`src/rtl/async_sram_pkg.sv`:
```
package async_sram_pkg;
  typedef enum logic [2:0] {
    PH_IDLE, PH_ASET, PH_AHOLD, PH_DSET, PH_TURN
  } phase_t;

  typedef struct packed {
    logic csAct;
    logic oeAct;
    logic weAct;
    logic advAct;
    logic addrOnDq;
    logic wdOnDq;
    logic lastData;
    logic load;
  } strobes_t;
endpackage

```
`src/rtl/async_sram_ctrl.sv`:
```
module async_sram_ctrl
  import async_sram_pkg::*;
#(
  parameter int SW  = 4,
  parameter int DSW = 8
) (
  input  logic           clk,
  input  logic           rstN,
  input  logic           reqValid,
  input  logic           reqWrite,
  output logic           reqReady,
  input  logic           cfgMuxed,
  input  logic [SW-1:0]  cfgAddrSetup,
  input  logic [SW-1:0]  cfgAddrHold,
  input  logic [DSW-1:0] cfgDataSetup,
  input  logic [SW-1:0]  cfgTurn,
  output strobes_t       strb
);
  localparam int CW = (DSW > SW) ? DSW : SW;

  phase_t        phaseQ, phaseD;
  logic [CW-1:0] cntQ, cntD;
  logic          writeQ;
  logic          accept;
  logic [SW-1:0] holdLen;

  assign accept   = reqValid && (phaseQ == PH_IDLE);
  assign reqReady = (phaseQ == PH_IDLE);
  assign holdLen  = (cfgAddrHold == '0) ? SW'(1) : cfgAddrHold;

  always_comb begin
    phaseD = phaseQ;
    cntD   = cntQ;
    case (phaseQ)
      PH_IDLE: if (accept) begin
        if (cfgAddrSetup != '0) begin
          phaseD = PH_ASET;  cntD = CW'(cfgAddrSetup) - CW'(1);
        end else if (cfgMuxed) begin
          phaseD = PH_AHOLD; cntD = CW'(holdLen) - CW'(1);
        end else begin
          phaseD = PH_DSET;  cntD = CW'(cfgDataSetup);
        end
      end
      PH_ASET: if (cntQ != '0) cntD = cntQ - CW'(1);
        else if (cfgMuxed) begin
          phaseD = PH_AHOLD; cntD = CW'(holdLen) - CW'(1);
        end else begin
          phaseD = PH_DSET;  cntD = CW'(cfgDataSetup);
        end
      PH_AHOLD: if (cntQ != '0) cntD = cntQ - CW'(1);
        else begin
          phaseD = PH_DSET;  cntD = CW'(cfgDataSetup);
        end
      PH_DSET: if (cntQ != '0) cntD = cntQ - CW'(1);
        else if (cfgTurn != '0) begin
          phaseD = PH_TURN;  cntD = CW'(cfgTurn) - CW'(1);
        end else phaseD = PH_IDLE;
      PH_TURN: if (cntQ != '0) cntD = cntQ - CW'(1);
        else phaseD = PH_IDLE;
      default: phaseD = PH_IDLE;
    endcase
  end

  always_ff @(posedge clk or negedge rstN) begin
    if (!rstN) begin
      phaseQ <= PH_IDLE;
      cntQ   <= '0;
      writeQ <= 1'b0;
    end else begin
      phaseQ <= phaseD;
      cntQ   <= cntD;
      if (accept) writeQ <= reqWrite;
    end
  end

  always_comb begin
    strb          = '0;
    strb.csAct    = (phaseQ == PH_ASET) || (phaseQ == PH_AHOLD) || (phaseQ == PH_DSET);
    strb.oeAct    = (phaseQ == PH_DSET) && !writeQ;
    strb.weAct    = (phaseQ == PH_DSET) && writeQ;
    strb.advAct   = (phaseQ == PH_ASET) && cfgMuxed;
    strb.addrOnDq = cfgMuxed && ((phaseQ == PH_ASET) || (phaseQ == PH_AHOLD));
    strb.wdOnDq   = (phaseQ == PH_DSET) && writeQ;
    strb.lastData = (phaseQ == PH_DSET) && (cntQ == '0);
    strb.load     = accept;
  end

  AST_BUSY_AFTER_ACCEPT: assert property (@(posedge clk) disable iff (!rstN)
    (reqValid && reqReady) |=> !reqReady);
  AST_DSET_BOUND: assert property (@(posedge clk) disable iff (!rstN)
    (phaseQ == PH_DSET) |-> (cntQ <= CW'(cfgDataSetup)));
  AST_ADV_ONLY_MUXED: assert property (@(posedge clk) disable iff (!rstN)
    strb.advAct |-> cfgMuxed);
endmodule

```
`src/rtl/async_sram_dp.sv`:
```
module async_sram_dp
  import async_sram_pkg::*;
#(
  parameter int AW = 26,
  parameter int DW = 16
) (
  input  logic          clk,
  input  logic          rstN,
  input  strobes_t      strb,
  input  logic [AW-1:0] reqAddr,
  input  logic [DW-1:0] reqWdata,
  input  logic [DW-1:0] memDqIn,
  output logic [AW-1:0] memAddr,
  output logic [DW-1:0] memDqOut,
  output logic          memDqOe,
  output logic          rspValid,
  output logic [DW-1:0] rspRdata
);
  logic [AW-1:0] addrQ;
  logic [DW-1:0] wdataQ;

  always_ff @(posedge clk or negedge rstN) begin
    if (!rstN) begin
      addrQ    <= '0;
      wdataQ   <= '0;
      rspRdata <= '0;
      rspValid <= 1'b0;
    end else begin
      if (strb.load) begin
        addrQ  <= reqAddr;
        wdataQ <= reqWdata;
      end
      if (strb.lastData && strb.oeAct) rspRdata <= memDqIn;
      rspValid <= strb.lastData;
    end
  end

  assign memAddr  = addrQ;
  assign memDqOut = strb.addrOnDq ? addrQ[DW-1:0] : wdataQ;
  assign memDqOe  = strb.addrOnDq || strb.wdOnDq;

  AST_DONE_PULSE: assert property (@(posedge clk) disable iff (!rstN)
    rspValid |=> !rspValid);
  AST_READ_NO_DRIVE: assert property (@(posedge clk) disable iff (!rstN)
    strb.oeAct |-> !memDqOe);
  AST_STROBE_EXCL: assert property (@(posedge clk) disable iff (!rstN)
    !(strb.oeAct && strb.weAct));
endmodule

```
`src/rtl/async_sram_seq.sv`:
```
module async_sram_seq
  import async_sram_pkg::*;
#(
  parameter int AW  = 26,
  parameter int DW  = 16,
  parameter int SW  = 4,
  parameter int DSW = 8
) (
  input  logic           clk,
  input  logic           rstN,
  input  logic           reqValid,
  output logic           reqReady,
  input  logic           reqWrite,
  input  logic [AW-1:0]  reqAddr,
  input  logic [DW-1:0]  reqWdata,
  input  logic           cfgMuxed,
  input  logic [SW-1:0]  cfgAddrSetup,
  input  logic [SW-1:0]  cfgAddrHold,
  input  logic [DSW-1:0] cfgDataSetup,
  input  logic [SW-1:0]  cfgTurn,
  output logic           rspValid,
  output logic [DW-1:0]  rspRdata,
  output logic [AW-1:0]  memAddr,
  output logic           memCsN,
  output logic           memOeN,
  output logic           memWeN,
  output logic           memAdvN,
  output logic [DW-1:0]  memDqOut,
  output logic           memDqOe,
  input  logic [DW-1:0]  memDqIn
);
  strobes_t strb;

  async_sram_ctrl #(.SW(SW), .DSW(DSW)) uCtrl (
    .clk(clk), .rstN(rstN), .reqValid(reqValid), .reqWrite(reqWrite),
    .reqReady(reqReady), .cfgMuxed(cfgMuxed), .cfgAddrSetup(cfgAddrSetup),
    .cfgAddrHold(cfgAddrHold), .cfgDataSetup(cfgDataSetup), .cfgTurn(cfgTurn),
    .strb(strb)
  );

  async_sram_dp #(.AW(AW), .DW(DW)) uDp (
    .clk(clk), .rstN(rstN), .strb(strb), .reqAddr(reqAddr),
    .reqWdata(reqWdata), .memDqIn(memDqIn), .memAddr(memAddr),
    .memDqOut(memDqOut), .memDqOe(memDqOe), .rspValid(rspValid),
    .rspRdata(rspRdata)
  );

  assign memCsN  = !strb.csAct;
  assign memOeN  = !strb.oeAct;
  assign memWeN  = !strb.weAct;
  assign memAdvN = !strb.advAct;
endmodule

```
`config.mk`:
```
export PLATFORM = sky130hd
export DESIGN_NAME = async_sram_seq
export DESIGN_NICKNAME = d
export VERILOG_FILES = /design/src/rtl/async_sram_pkg.sv /design/src/rtl/async_sram_ctrl.sv /design/src/rtl/async_sram_dp.sv /design/src/rtl/async_sram_seq.sv
export SDC_FILE = /design/constraint.sdc
export NUM_CORES = 1
export LEC_CHECK = 0
export BUFFER_PORTS_ARGS = -buffer_cell sky130_fd_sc_hd__buf_2
export CORE_ASPECT_RATIO = 1.1
export CORE_MARGIN = 2
export CORE_UTILIZATION = 25
export DETAILED_ROUTE_END_ITERATION = 10
export PLACE_DENSITY = 0.54
export SLEW_MARGIN = 20
export SYNTH_ARGS = -nofsm -noshare
export SYNTH_HDL_FRONTEND = slang
export SYNTH_HIERARCHICAL = 1
export SYNTH_SLANG_ARGS = --single-unit
```
`constraint.sdc`:
```
create_clock -name clk -period 2.96 [get_ports clk]
set_clock_uncertainty 0.05 [all_clocks]
set_input_delay 0.148 -clock clk [delete_from_list [all_inputs] [get_ports clk]]
set_output_delay 0.148 -clock clk [all_outputs]
set_load 0.005 [all_outputs]
```
# Yosys cells after proc, flatten, opt, wreduce, memory -nomap -nowiden
# Cells that the tools add are included.
# word_totals
wordCells,66
ff_bits,71
inputBits,83
output_inout_bits,65
# classes
n_reduce_logical,24
n_eq_ne,11
add_sub_neg,4
mux,20
# op_table
op,n
$mux W8,8
$pmux W8 S5,1
$mux W3,7
$mux W16,1
$pmux W3 S5,1
$sub A4 B1 Y5 const B,3
$logic_not A8 Y1,1
$ne A2 B2 Y1 const B,4
$reduce_bool A4 Y1,2
$reduce_bool A8 Y1,1
$sub A8 B1 Y8 const B,1
$logic_and A1 B1 Y1,7
$eq A3 B2 Y1 const B,2
$logic_not A1 Y1,5
$reduce_and A5 Y1,1
$reduce_bool A5 Y1,1
$logic_not A4 Y1,1
$mux W4,1
$ne A2 B1 Y1 const B,2
$reduce_and A4 Y1,1
$eq A3 B1 Y1 const B,1
$eq A3 B3 Y1 const B,1
$logic_not A3 Y1,1
$logic_or A1 B1 Y1,3
2 further kinds,2

# Longest topological paths before layout
# depth
ltp_word,7
depth_mapped,9
depth_no_buf,8

# Modules after synthesis
# Netlist, hierarchy kept.
# modules_own_cells
module,area_per_inst_um2,seq_area_each_um2,cells_each,n_inst
async_sram_dp,2600.0,1476.4,143,1
async_sram_ctrl,1498.9,300.3,205,1
async_sram_seq,15.0,0.0,4,1

# Worst setup path after synthesis
# OpenSTA, ideal clock, no wires.
# synth_path
kind,reg2reg
startpoint,register uCtrl.cntQ[0]
endpoint,register uDp.rspRdata[10]
n_path_buf,2
arrival_time_ps,2254
path_slack_ps,531
period_less_slack_ps,2429
path_stages_with_launch,10
setup_time_ps,125
t_required_ps,2785
path_cell_list,dfrtp_1 > inv_1 > ha_1 > or3b_2 > or2_4 > buf_6 > nor2_1 > nand2_2 > buf_6 > mux2_4
# synth_rtl
item,line_no,text
from (decl),async_sram_ctrl.sv:22,"logic [CW-1:0] cntQ, cntD;"
from (signal assigned),async_sram_ctrl.sv:71,cntQ <= cntD;
to (signal assigned),async_sram_dp.sv:33,if (strb.lastData && strb.oeAct) rspRdata <= memDqIn;
to (decl),async_sram_dp.sv:17,output logic [DW-1:0] rspRdata

==> key figures <==
Finish
  – Layout cells sized above 1: 46.07%
  – Post-layout nets: 643
  – Sequential Area: 1777 um2
  – Fill cell count: 1558
  – ANT cells: 0
  – Utilization after layout: 36.41%
  – Non-Filler Instances: 764
  – Area Overhead vs Synth: 43.80%
  – Multi-input logic area: 2092 um2

CTS
  – CTS Buf Count: 9
  – CTS tree: yes
  – Max Root-Sink Buffers: 2
  – Sink Count: 71
  – H-tree lvl count: 3
  – Clock latency on the worst-skew pair: 0.33 ns
  – Clock Tree Root: clkbuf_16
  – Postcts setup bufs: 0
  – Clock slew at reported path FFs: 0.06 ns

Global routing
  – GRT Util Overall: 13.40%
  – Grt ovf: 0
  – First-pass GRT wire length: 19.22 mm
  – Largest net degree at the start of global routing: 72
  – Met2 usage: 20.63%
  – Met1 usage in global routing: 18.63%
  – Vias in the first global route: 3745
  – GR peak layer: met2
  – GRT met3 Usage: 2.469%
  – Initial antenna violation count: 0

Worst hold path
  – Worst Hold Class: in2reg
  – Hold path cells: 2
  – Min-Delay Endpoint: uDp/wdataQ[9]
  – Hold Path Origin: reqWdata[9]

Synthesis
  – Synth Flop Type: dfrtp_1
  – Yosys warnings: 6
  – EDFF count, synth: 0
  – Yosys top cell area share: 43.19%
  – Flops & latches, synth: 71
  – Area leader, netlist: dfrtp_1
  – Sequential area share after synthesis: 43.19%
  – Net Count, Synth: 440
  – Number of distinct library cells after synthesis: 61
  – Async SR Flop Fraction: 100.0%
  – Cell with the most instances after synthesis: dfrtp_1
  – Syn Inst Count: 352
  – Synth Cell Area: 4114 um2
  – Most instantiated cells after synthesis: dfrtp_1, mux2_4, mux2_2
  – Syn_area_per_cell: 11.69 um2
  – Synth area leaders: dfrtp_1, mux2_4, mux2_2

Critical path
  – Kind of critical path: reg2reg
  – Critical-path cell list: inv_1 -> ha_1 -> or3b_2 -> or2_4 -> nor2_1 -> nand2_2 -> mux2_4
  – WP buf/inv: 1
  – CP delay by family, top: simple AND/OR/NAND/NOR gates
  – WP data required: 3.12 ns
  – Reg2reg path depth: 7
  – Crit-path slowest cell: or3b_2
  – Biggest cell delay along the critical path: 0.47 ns
  – CP max FO: 16
  – R2R Path End: uDp/rspRdata[2]
  – Worst setup SP type: flip-flop
  – Critical Path AT: 2.85 ns
  – Start of the worst register-to-register path: uCtrl/cntQ[0]
  – Worst reg-to-reg setup slack: 0.27 ns
  – Crit. End Element: flip-flop

STA
  – Fin crit period: 2.694 ns
  – Worst slew pin tran: 0.9267 ns
  – Final setup violating endpoints: 0
  – Maximum clock rate: 0.3712 GHz
  – Unrepaired setup endpoints after global routing: no
  – Final hold violation count: 0
  – Fin. max-slew vios: 0
  – Setup TNS: 0 ns
  – Worst slew margin: 38.22%
  – Fin crit share: 91.01%

Floorplan
  – Area of the die: 17500 um2
  – Height of the die: 138.5 um
  – Die W: 126.3 um
  – # IOs: 148
  – # rows: 49
  – Core Box Area: 16250 um2
  – Initial Util: 25.32%

Power and ir drop
  – Power density cells: 885.3 nW/um2
  – Reg power frac: 34.0%
  – Design internal power: 3.495 mW
  – Leak: 2.820 nW
  – VDD IR max: 0.2647 mV
  – Net Sw Power: 1.742 mW
  – Comb power frac: 44.4%
  – Switching Share: 33.26%
  – Clock power share: 21.7%

Outcome
  – Outcome: finished clean

Drt
  – DR DRC count: 0
  – Post-DRT Antenna Nets: 0
  – DR WL/cell: 15.40 um
  – DR vias: 3569
  – Total wire length: 11.76 mm
  – First-pass DRT Iterations: 5
  – Initial DRC Count: 231
  – Routed vias/inst: 4.671

Placement
  – Placed Cells: 690
  – Port bufs: 147
  – Placer congestion estimate: 0.9323
  – DP HPWL: 8.099 mm

Run
  – Max cap viols: 0
-- what timing repair did --
item,in CTS,in global routing
resized for setup,0,0
endpoints found under the setup margin,0,0
endpoints found under the hold margin,128,0
hold buffers,58,0
-- power by group through the flow --
stage | combinational [mW] | sequential, mW | clock [mW]
finish | 2.32 | 1.78 | 1.13
global route | 2.53 | 1.85 | 1.21
CTS | 2.33 | 1.77 | 1.18
detailed placement | 2.25 | 1.78 | 0
global placement | 2.24 | 1.76 | 0
floorplan | 1.45 | 1.73 | 0
-- metal layers --
metal	share of wire, %	up-vias
met1	46	1716
met4	1.8	0
met2	46	140
met3	6.1	17
met5	0	-
li1	-	1696
-- logic make-up (layout without fill, tap and decap cells) --
kind of cell               after synthesis  after routing  synth area share, %
AOI/OAI and AO/OA                       79             79                13.23
xor gates and xnor gates                 5              5                1.065
adders and majority gates                5              5                1.521
buffers and inverters                   43            251                5.991
DFF                                     71             71                43.19
muxes                                   78             78                25.82
and+or+nand+nor                         71             71                9.185
-- cells in the final DEF (no fill, tap or decap), types with 3 or more instances in the layout --
cell type and count:
inv_6 3, mux2i_1 3, clkbuf_16 9, buf_2 146, ha_1 5, buf_4 9
nor2b_1 4, nand2_1 14, xor2_1 3, o21ai_0 14, a21oi_1 22, o31ai_1 4
nor3b_1 3, dfrtp_1 71, o41ai_1 3, and3_1 3, mux2_4 50, nand2b_1 4
inv_1 20, nor2_1 18, nor3_1 7, o211ai_1 5, mux2_2 25, dlygate4sd3_1 58
a221o_1 3
-- sequential cells by signal (all words and copies together), names as in the netlist --
register and count:
uDp/rspRdata 16, uCtrl/phaseQ 3, uDp/rspValid 1, uCtrl/writeQ 1, uDp/memAddr 26, uDp/wdataQ 16, uCtrl/cntQ 8
-- layout make-up --
type	count	share of cell area (%)
multi-input combinational	238	35.36
sequential	71	30.03
timing repair buffer	214	23.65
tap	204	4.315
clock buffer	10	4.040
inverter	21	1.332
clock inverter	6	1.269
-- worst max-delay path by stage --
| stage | slack [ns] | startpoint | to | depth (start not counted) |
|---|---|---|---|---|
| 2_1_floorplan | 0.53 | uCtrl/cntQ[0] | uDp/rspRdata[10] | 9 |
| 3_3_place_gp | 0.39 | uCtrl/cntQ[0] | uDp/rspRdata[5] | 7 |
| 3_5_place_dp | 0.29 | uCtrl/cntQ[0] | uDp/rspRdata[3] | 7 |
| 4_1_cts | 0.28 | uCtrl/cntQ[0] | uDp/rspRdata[11] | 7 |
| 5_1_grt | 0.11 | uCtrl/cntQ[0] | uDp/rspRdata[7] | 7 |
| 6_report | 0.27 | uCtrl/cntQ[0] | uDp/rspRdata[2] | 7 |
-- metrics by stage --
stage	hold slack (ns)	setup slack (ns)	power (mW)	cell area, um2
after detailed placement	0.3053	0.2938	4.039	5021
after global routing	0.01600	0.1133	5.595	5916
after CTS	0.005433	0.2823	5.285	5916
final	0.01766	0.2662	5.237	5916
after floorplan	-0.1976	0.5312	3.185	4114
after global placement	0.2898	0.3882	3.991	5021
Note: power is estimated with default switching activity, not from simulation.
